===== config.mk =====
export PLATFORM = sky130hd
export DESIGN_NAME = edge_capture_timer
export DESIGN_NICKNAME = d
export VERILOG_FILES = /design/src/rtl/ect_pkg.sv /design/src/rtl/ect_prescaler.sv /design/src/rtl/ect_edge_detect.sv /design/src/rtl/edge_capture_timer.sv
export SDC_FILE = /design/constraint.sdc
export NUM_CORES = 1
export LEC_CHECK = 0
export BUFFER_PORTS_ARGS = -buffer_cell sky130_fd_sc_hd__buf_2
export CAP_MARGIN = 15
export CORE_MARGIN = 5
export CORE_UTILIZATION = 37
export DETAILED_ROUTE_END_ITERATION = 6
export GPL_TIMING_DRIVEN = 1
export SETUP_SLACK_MARGIN = 0.05
export SLEW_MARGIN = 20
export SYNTH_ARGS = -nofsm -noshare
export SYNTH_HDL_FRONTEND = slang
export SYNTH_HIERARCHICAL = 1
export SYNTH_SLANG_ARGS = --single-unit

===== constraint.sdc =====
create_clock -name clk -period 3.24 [get_ports clk]
set_input_delay 0.324 -clock clk [delete_from_list [all_inputs] [get_ports clk]]
set_output_delay 0.324 -clock clk [all_outputs]
set_load 0.03 [all_outputs]

===== src/rtl/ect_pkg.sv =====
package ect_pkg;
  typedef enum logic [1:0] {
    EDGE_FALL      = 2'b00,
    EDGE_RISE      = 2'b01,
    EDGE_LOW_WIDTH = 2'b10,
    EDGE_HI_WIDTH  = 2'b11
  } edge_mode_e;
endpackage


===== src/rtl/ect_prescaler.sv =====
module ect_prescaler #(
  parameter int PSEL_W = 4
) (
  input  logic              clk,
  input  logic              rst_n,
  input  logic              clr_i,
  input  logic              en_i,
  input  logic [PSEL_W-1:0] sel_i,
  output logic              tick_o
);
  localparam int DIV_W = (1 << PSEL_W) - 1;

  logic [DIV_W-1:0] div_q;
  logic [DIV_W-1:0] mask;

  // low sel bits of the divider all ones -> one tick per 2^sel clocks
  assign mask   = ~({DIV_W{1'b1}} << sel_i);
  assign tick_o = en_i && ((div_q & mask) == mask);

  always_ff @(posedge clk or negedge rst_n) begin
    if (!rst_n)    div_q <= '0;
    else if (clr_i) div_q <= '0;
    else if (en_i)  div_q <= div_q + DIV_W'(1);
  end
endmodule


===== src/rtl/ect_edge_detect.sv =====
module ect_edge_detect
  import ect_pkg::*;
#(
  parameter int SYNC_STAGES = 2
) (
  input  logic       clk,
  input  logic       rst_n,
  input  logic       pin_i,
  input  logic [1:0] mode_i,
  output logic       cap_ev_o,
  output logic       rst_ev_o
);
  // stages 0..SYNC_STAGES-1 synchronize, the last stage holds the previous level
  logic [SYNC_STAGES:0] shr_q;
  logic rise, fall;

  always_ff @(posedge clk or negedge rst_n) begin
    if (!rst_n) shr_q <= '0;
    else        shr_q <= {shr_q[SYNC_STAGES-1:0], pin_i};
  end

  assign rise = shr_q[SYNC_STAGES-1] & ~shr_q[SYNC_STAGES];
  assign fall = ~shr_q[SYNC_STAGES-1] & shr_q[SYNC_STAGES];

  always_comb begin
    cap_ev_o = 1'b0;
    rst_ev_o = 1'b0;
    case (edge_mode_e'(mode_i))
      EDGE_FALL:      cap_ev_o = fall;
      EDGE_RISE:      cap_ev_o = rise;
      EDGE_LOW_WIDTH: begin rst_ev_o = fall; cap_ev_o = rise; end
      EDGE_HI_WIDTH:  begin rst_ev_o = rise; cap_ev_o = fall; end
      default:        cap_ev_o = 1'b0;
    endcase
  end
endmodule


===== src/rtl/edge_capture_timer.sv =====
module edge_capture_timer #(
  parameter int CNT_W       = 16,
  parameter int PSEL_W      = 4,
  parameter int SYNC_STAGES = 2
) (
  input  logic              clk,
  input  logic              rst_n,
  input  logic              start_i,
  input  logic              stop_i,
  input  logic [PSEL_W-1:0] presc_sel_i,
  input  logic [1:0]        edge_sel_i,
  input  logic              pin_i,
  output logic [CNT_W-1:0]  cap_o,
  output logic              ovf_o,
  output logic              irq_o
);
  logic             run_q;
  logic             tick;
  logic             cap_ev, rst_ev;
  logic             start_eff;
  logic [CNT_W-1:0] cnt_q;
  logic [CNT_W-1:0] reload;
  logic             wrap_q;

  assign start_eff = start_i & ~stop_i;
  // the tick coinciding with a capture/restart belongs to the next interval
  assign reload    = {{(CNT_W-1){1'b0}}, tick};

  ect_prescaler #(.PSEL_W(PSEL_W)) u_presc (
    .clk    (clk),
    .rst_n  (rst_n),
    .clr_i  (start_eff),
    .en_i   (run_q),
    .sel_i  (presc_sel_i),
    .tick_o (tick)
  );

  ect_edge_detect #(.SYNC_STAGES(SYNC_STAGES)) u_edge (
    .clk      (clk),
    .rst_n    (rst_n),
    .pin_i    (pin_i),
    .mode_i   (edge_sel_i),
    .cap_ev_o (cap_ev),
    .rst_ev_o (rst_ev)
  );

  always_ff @(posedge clk or negedge rst_n) begin
    if (!rst_n) begin
      run_q  <= 1'b0;
      cnt_q  <= '0;
      wrap_q <= 1'b0;
      cap_o  <= '0;
      ovf_o  <= 1'b0;
      irq_o  <= 1'b0;
    end else begin
      irq_o <= 1'b0;
      if (stop_i) begin
        run_q <= 1'b0;
      end else if (start_i) begin
        run_q  <= 1'b1;
        cnt_q  <= '0;
        wrap_q <= 1'b0;
      end else if (run_q) begin
        if (cap_ev) begin
          cap_o  <= cnt_q;
          ovf_o  <= wrap_q;
          cnt_q  <= reload;
          wrap_q <= 1'b0;
          irq_o  <= 1'b1;
        end else if (rst_ev) begin
          cnt_q  <= reload;
          wrap_q <= 1'b0;
        end else if (tick) begin
          cnt_q <= cnt_q + CNT_W'(1);
          if (cnt_q == '1) wrap_q <= 1'b1;
        end
      end
    end
  end
endmodule


### Word-level counts from Yosys, hierarchy flattened

Index checks and enable logic that the tools add are counted.

| operators by class | value |
|---|---|
| muxes and demuxes | 21 |
| shift-type cells | 1 |
| eq/ne operators | 5 |
| bitwise gates (word level) | 9 |
| $add $sub $neg | 2 |
| reductions and logical operators | 12 |

Operator list:

| operator | count |
|---|---|
| 16-bit two-way mux | 5 |
| 15-bit two-way mux | 2 |
| 16-bit by 1-bit adder with 16-bit output, second input constant | 1 |
| 16-bit equality test, second input constant | 1 |
| 15-bit by 1-bit adder with 15-bit output, second input constant | 1 |
| 15-bit AND | 1 |
| 15-bit equality test | 1 |
| 15-bit NOT | 1 |
| 15-bit by 4-bit << shifter with 15-bit output, first input constant | 1 |
| 1-bit two-way mux | 12 |
| 4-bit AND reduction | 2 |
| 4-bit nonzero test | 2 |
| 2-bit nonzero test | 3 |
| 2-bit equality test, second input constant | 2 |
| 1-bit NOT | 4 |
| 1-bit one-hot mux with 2 select lines | 2 |
| 2-bit OR reduction | 2 |
| 1-bit AND | 3 |
| 3-bit AND reduction | 1 |
| 2-bit by 1-bit equality test with 1-bit output, second input constant | 1 |
| 2-bit zero test | 1 |
| 1-bit logical AND | 1 |

| word-level totals | value |
|---|---|
| logic and storage cells | 58 |
| register bits after elaboration | 54 |

### Depth between registers and ports, before layout

Gate-level depths: netlist of run 1.

| logic depth | value |
|---|---|
| depth after elaboration | 10 |
| gate-level depth with buffers | 9 |
| gate-level depth less buffers | 9 |

### Modules after synthesis

The synthesis of run 1 kept the hierarchy.

Modules (own cells, without submodules):

| module | times used | cells an instance | area each (sq um) |
|---|---|---|---|
| edge_capture_timer | 1 | 144 | 1651.6 |
| ect_prescaler | 1 | 96 | 853.3 |
| ect_edge_detect | 1 | 12 | 140.1 |

### Worst setup path before layout of run 1

Ideal clock, no wire load.

| timing | value |
|---|---|
| kind | register to register |
| start | register u_presc.div_q[10] |
| end | register cnt_q[15] |
| path slack | 743 ps |
| period minus slack after synthesis | 2497 ps |
| setup time | 78 ps |
| buffers on the path | 0 |
| stages on the path, launching flop included | 10 |
| arrival | 2419 ps |
| required time | 3162 ps |
| cells stage by stage | dfrtp_1 -> nor2b_1 -> o21ai_1 -> nand2_1 -> a221o_1 -> a221oi_1 -> o31ai_1 -> a2111o_1 -> or3_1 -> a21oi_1 |

| between the ends | value |
|---|---|
| word-level cells in the longest chain between the ends | 5 |

Ends and longest elaborated chain:

| what | line | RTL |
|---|---|---|
| from (decl) | ect_prescaler.sv:13 | `logic [DIV_W-1:0] div_q;` |
| from (signal assigned) | ect_prescaler.sv:23 | `else if (en_i) div_q <= div_q + DIV_W'(1);` |
| 15-bit AND | ect_prescaler.sv:18 | `assign tick_o = en_i && ((div_q & mask) == mask);` |
| 15-bit equality test | ect_prescaler.sv:18 |  |
| 1-bit logical AND | ect_prescaler.sv:18 |  |
| net tick | edge_capture_timer.sv:18 | `logic tick;` |
| 4-bit nonzero test (no line) | -- |  |
| 3-bit AND reduction (no line) | -- |  |
| to (signal assigned) | edge_capture_timer.sv:67 | `cnt_q <= reload;` |
| to (signal assigned) | edge_capture_timer.sv:71 | `cnt_q <= reload;` |
| to (signal assigned) | edge_capture_timer.sv:74 | `cnt_q <= cnt_q + CNT_W'(1);` |
| to (decl) | edge_capture_timer.sv:21 | `logic [CNT_W-1:0] cnt_q;` |

The timed path passes the listed nets, and every way through them passes these cells.
A chain may end at the register's enable or synchronous reset.

### Worst setup path in the final report of run 1

Same ends and word-level chain as after synthesis.

==> results.cfg, run 1 <==
[worst_setup_path]
worstSetupStartpoint = u_presc/div_q[10]
slowest_stage = a221oi_1
startpoint_type = register
worst_ep_arrival_time_ns = 3.09
cp_max_fo = 7
slowest_delay_ns = 0.59
cp-endpoint = cnt_q[15]
r2r_cells = 9
rr_endpoint = cnt_q[15]
r2r-start = u_presc/div_q[10]
critPathKind = register to register
critPathRequiredTime_ns = 3.49
crit_chain = nor2b_1, o21ai_1, nand2_1, a221o_1, a221oi_1, o31ai_1, a2111o_1, or3_1, a21oi_1
ff2ff_setup_slack_ns = 0.40
end_kind = register

[power]
comb_power_share = 0.092
intPower_w = 0.0009109
p_leak_nw = 1.415
p_per_area_nw_per_um2 = 407.6
total_power_w = 0.001238
pwr-share-clk = 0.327
power_switching_w = 0.0003269
vdd_drop_max_mv = 0.2486
seqPwrFrac = 0.580
swShare = 0.2641

[finish]
filler_cell_count = 666
layout-drive-gt1-share = 0.2456
diodes = 0
fin_area_sq_um = 3037
area.growth.synth_to_final_pct = 14.81
final_nets = 299

[sta]
finalClockSkew_ns = 0.01225
finalCriticalPeriod_ns = 2.837
fin_tns_setup_ns = 0
max_freq_mhz = 352.5
timing.hold.ws_ns = 0.07769
grt_setup_unrepaired = false
finalHoldViolations = 0
relSlewSlack = 0.4108
slew_viol_final = 0
tightest_slew_ns = 0.8765
finalCritPeriodShare = 0.8757
setup_violations = 0

[cts]
cts_hold_buf = 0
clock_latency_ns = 0.32
clkTransAtPathRegs_ns = 0.10
ctsHtreeMaxLevel = 2
postCtsSetupBuffers = 0
ctsLongestPathBuffers = 2
numCtsBuffers = 5
tritoncts_num_sinks = 54
cts_tree = yes
post_cts_resize_count = 0
root_buffer = clkbuf_8

[route]
via_count = 1949
drt_pass1_iterations = 4
wl_per_cell_um = 13.71
drt-initial-drc-count = 93
drc = 0
drtAntennaViolNets = 0
viasPerCell = 5.115
routed_wl_um = 5224

[status]
outcome = completed

[placement]
postPlaceCellArea_sq_um = 2937
io_buffers = 28
place_congestion = 0.8153
place_hpwl_um = 3729

[grt]
grt.total_usage = 0.1301
grt_pass1_wl_um = 9163
grt_pass1_vias = 1965
grt-ovfl-total = 0
antenna_found_initial = 0
grt_max_degree = 36

[floorplan]
start_util = 0.3851
io_pins = 29
rows = 30
coreArea_sq_um = 6869
chipWidth_um = 94.55
die_area_sq_um = 8940
fp.dieH_um = 94.55

[yosys]
synth_area_sq_um = 2645
ys_seq_area_frac = 0.5109
syn_inst = 252
yosys_warnings = 6
synth_flop_cell = dfrtp_1
async_flop_share = 1.000
synth-seq-cells = 54
synth_fp_nets = 267
yosys.cell_types.count = 48
synth_edf_count = 0
avgSynthCellArea_sq_um = 10.50

[worst_hold_path]
holdCritPathClass = input pin to asynchronous set/reset pin

[job]
max_cap_violations = 0
-- layer usage --
metal / share of wire / global-route usage / routed length, um / up-vias
li1: - / - / - / 960
met1: 0.48 / 0.1679 / 2483 / 955
met2: 0.48 / 0.2098 / 2495 / 28
met3: 0.035 / 0.04064 / 181 / 6
met4: 0.012 / 0.03846 / 64 / 0
met5: 0 / 0 / 0 / -
-- cells in the final DEF, fill, tap and decap left out, drive strengths merged, types with 3 or more instances in the layout --
cell type	instances
dfrtp	54
buf	34
nor2	33
mux2	19
nand2	18
o21ai	12
xnor2	11
nand3	10
nand4	9
a21oi	9
inv	8
xor2	8
clkbuf	6
nor3	5
nor4	5
ha	4
and3	4
nor2b	3
nand4b	3
or3	3
and4	3
-- cell type report --
type / count / area [sq um] / area share
clock inverters: 2 / 17.52 / 0.005768
repair buffers: 34 / 197.7 / 0.06510
well taps: 96 / 120.1 / 0.03955
clock buffers: 6 / 82.58 / 0.02719
inverters: 8 / 30.03 / 0.009889
multi-input cells: 181 / 1237 / 0.4075
flip-flops and latches: 54 / 1351 / 0.4450
-- power by group through the flow --
stage | Sequential, W | Clock (W) | Combinational (W)
after floorplan | 0.000730 | 0 | 0.0000652
after global placement | 0.000731 | 0 | 0.000115
after detailed placement | 0.000731 | 0 | 0.000117
after CTS | 0.000718 | 0.000425 | 0.000118
after global routing | 0.000721 | 0.000453 | 0.000131
final | 0.000718 | 0.000405 | 0.000114
-- worst min-delay path by stage --
stage                     slack [ns]  depth (start not counted)          endpoint       startpoint
after detailed placement        0.34                          0   u_edge/shr_q[1]  u_edge/shr_q[0]
after CTS                       0.09                          1   u_edge/shr_q[0]            pin_i
final                           0.08                          1  u_presc/div_q[3]            rst_n
after global routing            0.09                          1   u_edge/shr_q[0]            pin_i
after global placement          0.34                          0   u_edge/shr_q[1]  u_edge/shr_q[0]
after floorplan                 0.03                          0          cap_o[0]            rst_n
-- flip-flops by register name, indices dropped and copies added (netlist names) --
register	count
cnt_q	16
wrap_q	1
cap_o	16
irq_o	1
ovf_o	1
run_q	1
u_presc/div_q	15
u_edge/shr_q	3
-- synth_stat cells, drive strengths merged (3+ instances only) --
cell type | n | share of area
inv | 8 | 0.011
nor2b | 3 | 0.0071
dfrtp | 54 | 0.51
o21ai | 12 | 0.023
nand4b | 3 | 0.0099
mux2 | 19 | 0.081
ha | 4 | 0.019
nor4 | 5 | 0.020
nand3 | 10 | 0.021
xnor2 | 11 | 0.036
clkbuf | 3 | 0.0047
a21oi | 9 | 0.017
and3 | 4 | 0.0099
nor2 | 33 | 0.047
nand4 | 9 | 0.021
xor2 | 8 | 0.026
nor3 | 5 | 0.011
buf | 6 | 0.011
nand2 | 18 | 0.026
or3 | 3 | 0.0071
and4 | 3 | 0.010
-- critical path: cells and delay by family (launching register included) --
kind	cells	cell delay, ns
and+or+nand+nor	3	0.50
DFF	1	0.46
AOI/OAI and AO/OA	6	1.81
-- stage by stage --
| step | utilization | worst slack (ns) | cells |
|---|---|---|---|
| after floorplan | - | 0.7427 | 252 |
| after global placement | 0.4275 | 0.4262 | 373 |
| after detailed placement | 0.4275 | 0.3430 | 373 |
| after CTS | 0.4421 | 0.4276 | 381 |
| after global routing | 0.4421 | 0.2345 | 381 |
| final | 0.4421 | 0.4029 | 381 |
-- cells by family after synthesis --
| logic type | Yosys count | synth area share |
|---|---|---|
| AOI/OAI and AO/OA | 36 | 0.08846 |
| xor gates and xnor gates | 19 | 0.06291 |
| adders and majority gates | 4 | 0.01892 |
| buffers and inverters | 17 | 0.02696 |
| muxes | 20 | 0.08468 |
| and+or+nand+nor | 102 | 0.2072 |
| DFF | 54 | 0.5109 |
(Power assumes the default switching activity.)
==> run 2, diff against run 1 <==
PLACE_DENSITY = 0.56   (was not set)
==> run 2 against run 1 <==
Against the previous run:
- cell area fell by 0.87%
- sequential share of layout area rose by 0.39 points
- worst setup slack improved by 0.061 ns
- clock power fell by 13%
- power fell by 4.2%
- sequential cell count did not move
- largest cell class unchanged
==> results.cfg, run 2 (same netlist as run 1, synthesis figures left out) <==
[worst_setup_path]
startpoint_type = register
slowest_delay_ns = 0.53
critPathKind = register to register
path_buf_inv = 0
end_kind = register
crit_chain = nor2b_1, o21ai_1, nand2_1, a221o_1, a221oi_1, nor4_2, nor4_4, nand4_1, mux2_2
cp_top_family = compound AO/OA/AOI/OAI gates
cp_max_fo = 9
worst_ep_arrival_time_ns = 2.97
critPathRequiredTime_ns = 3.43
slowest_stage = a221oi_1
cp.depth = 9
r2r_cells = 9

[placement]
place_congestion = 0.8145
io_buffers = 28
place_hpwl_um = 3688

[route]
via_count = 1937
route.met2.wl_um = 2435
top_layer_used = met4
drtAntennaViolNets = 0
wl_met3_um = 154
viasPerCell = 5.084
drc = 0
drt-initial-drc-count = 38
drt_pass1_iterations = 4
wl_per_cell_um = 13.75
met1_length_um = 2578
routed_wl_um = 5238

[floorplan]
chipWidth_um = 94.55
coreArea_sq_um = 6869
die_area_sq_um = 8940
fp.dieH_um = 94.55
start_util = 0.3851
io_pins = 29
rows = 30

[grt]
antenna_found_initial = 0
grt_pass1_wl_um = 8901
grt_pass1_vias = 1879
grt-ovfl-total = 0
grt.total_usage = 0.1246
grt_max_degree = 55

[cts]
tritoncts_num_sinks = 54
post_cts_resize_count = 0
ctsLongestPathBuffers = 2
clock_latency_ns = 0.30
cts_tree = yes
clkTransAtPathRegs_ns = 0.09
root_buffer = clkbuf_8
ctsHtreeMaxLevel = 2
cts_hold_buf = 0
postCtsSetupBuffers = 0
numCtsBuffers = 5

[finish]
diodes = 0
final_nets = 300
final_common_cell = dfrtp_1
layout-drive-gt1-share = 0.2456
filler_cell_count = 661
largestRegisters = cap_o x16, cnt_q x16, u_presc/div_q x15
final_cell_mix = 54 x dfrtp_1, 33 x nor2_1, 28 x buf_2
area.growth.synth_to_final_pct = 13.81

[sta]
finalClockSkew_ns = 0.007333
relSlewSlack = 0.4320
finalCriticalPeriod_ns = 2.776
finalHoldViolations = 0
finalCritPeriodShare = 0.8567
slew_viol_final = 0
max_freq_mhz = 360.3
setup_violations = 0
grt_setup_unrepaired = false
tightest_slew_ns = 0.8450
fin_tns_setup_ns = 0

[job]
max_cap_violations = 0

[power]
p_leak_nw = 1.410
p_per_area_nw_per_um2 = 394.0
total_power_w = 0.001186
vdd_drop_max_mv = 0.1587

[status]
outcome = completed

[worst_hold_path]
hold_path_depth = 1
holdCritPathClass = input pin to register
[run 2: power by group]
group / internal (W) / total, W / switching, W
clock network: 0.000146 / 0.000351 / 0.000206
registers: 0.000692 / 0.000719 / 0.0000264
logic: 0.0000431 / 0.000116 / 0.0000728
total: 0.000881 / 0.00119 / 0.000305
[run 2: path summary, 6_finish.rpt]
| path | from | endpoint | slack [ns] |
|---|---|---|---|
| hold / removal | pin_i | u_edge/shr_q[0] | 0.13 |
| hold reg to reg | u_edge/shr_q[0] | u_edge/shr_q[1] | 0.36 |
| min in group asynchronous | rst_n | u_presc/div_q[3] | 0.14 |
| max in group asynchronous | rst_n | cap_o[10] | 2.64 |
| setup / recovery | u_presc/div_q[10] | cnt_q[14] | 0.46 |
| setup reg to reg | u_presc/div_q[10] | cnt_q[14] | 0.46 |
[run 2: worst reg2reg max path: stages, from the launching register on]
cell,delay [ns]
dfrtp_1,0.45
nor2b_1,0.07
o21ai_1,0.12
nand2_1,0.06
a221o_1,0.34
a221oi_1,0.53
nor4_2,0.20
nor4_4,0.44
nand4_1,0.16
mux2_2,0.29
[run 2: final cells by class]
cell class / count / area (sq um) / area share
clock buffer: 5 / 68.82 / 0.02286
timing repair buffer: 35 / 192.7 / 0.06401
clock inverter: 2 / 10.01 / 0.003325
sequential: 54 / 1351 / 0.4489
tap: 96 / 120.1 / 0.03990
inverter: 8 / 30.03 / 0.009975
multi-input combinational: 181 / 1237 / 0.4111
[run 2: stage by stage]
step                hold slack, ns  instance area, sq um  utilization  instances  worst slack [ns]
floorplan                  0.02841                  2645            -        252            0.7427
global route                0.1056                  3010       0.4383        381            0.2581
global placement            0.3348                  2932       0.4268        374            0.4216
CTS                         0.1142                  3010       0.4383        381            0.4080
finish                      0.1271                  3010       0.4383        381            0.4642
detailed placement          0.3523                  2932       0.4268        374            0.3504
[run 2: metal layers]
metal  vias up  GRT usage
met5         -          0
met4         0    0.03726
met3         7    0.03187
met2        29     0.1986
met1       940     0.1672
li1        961          -
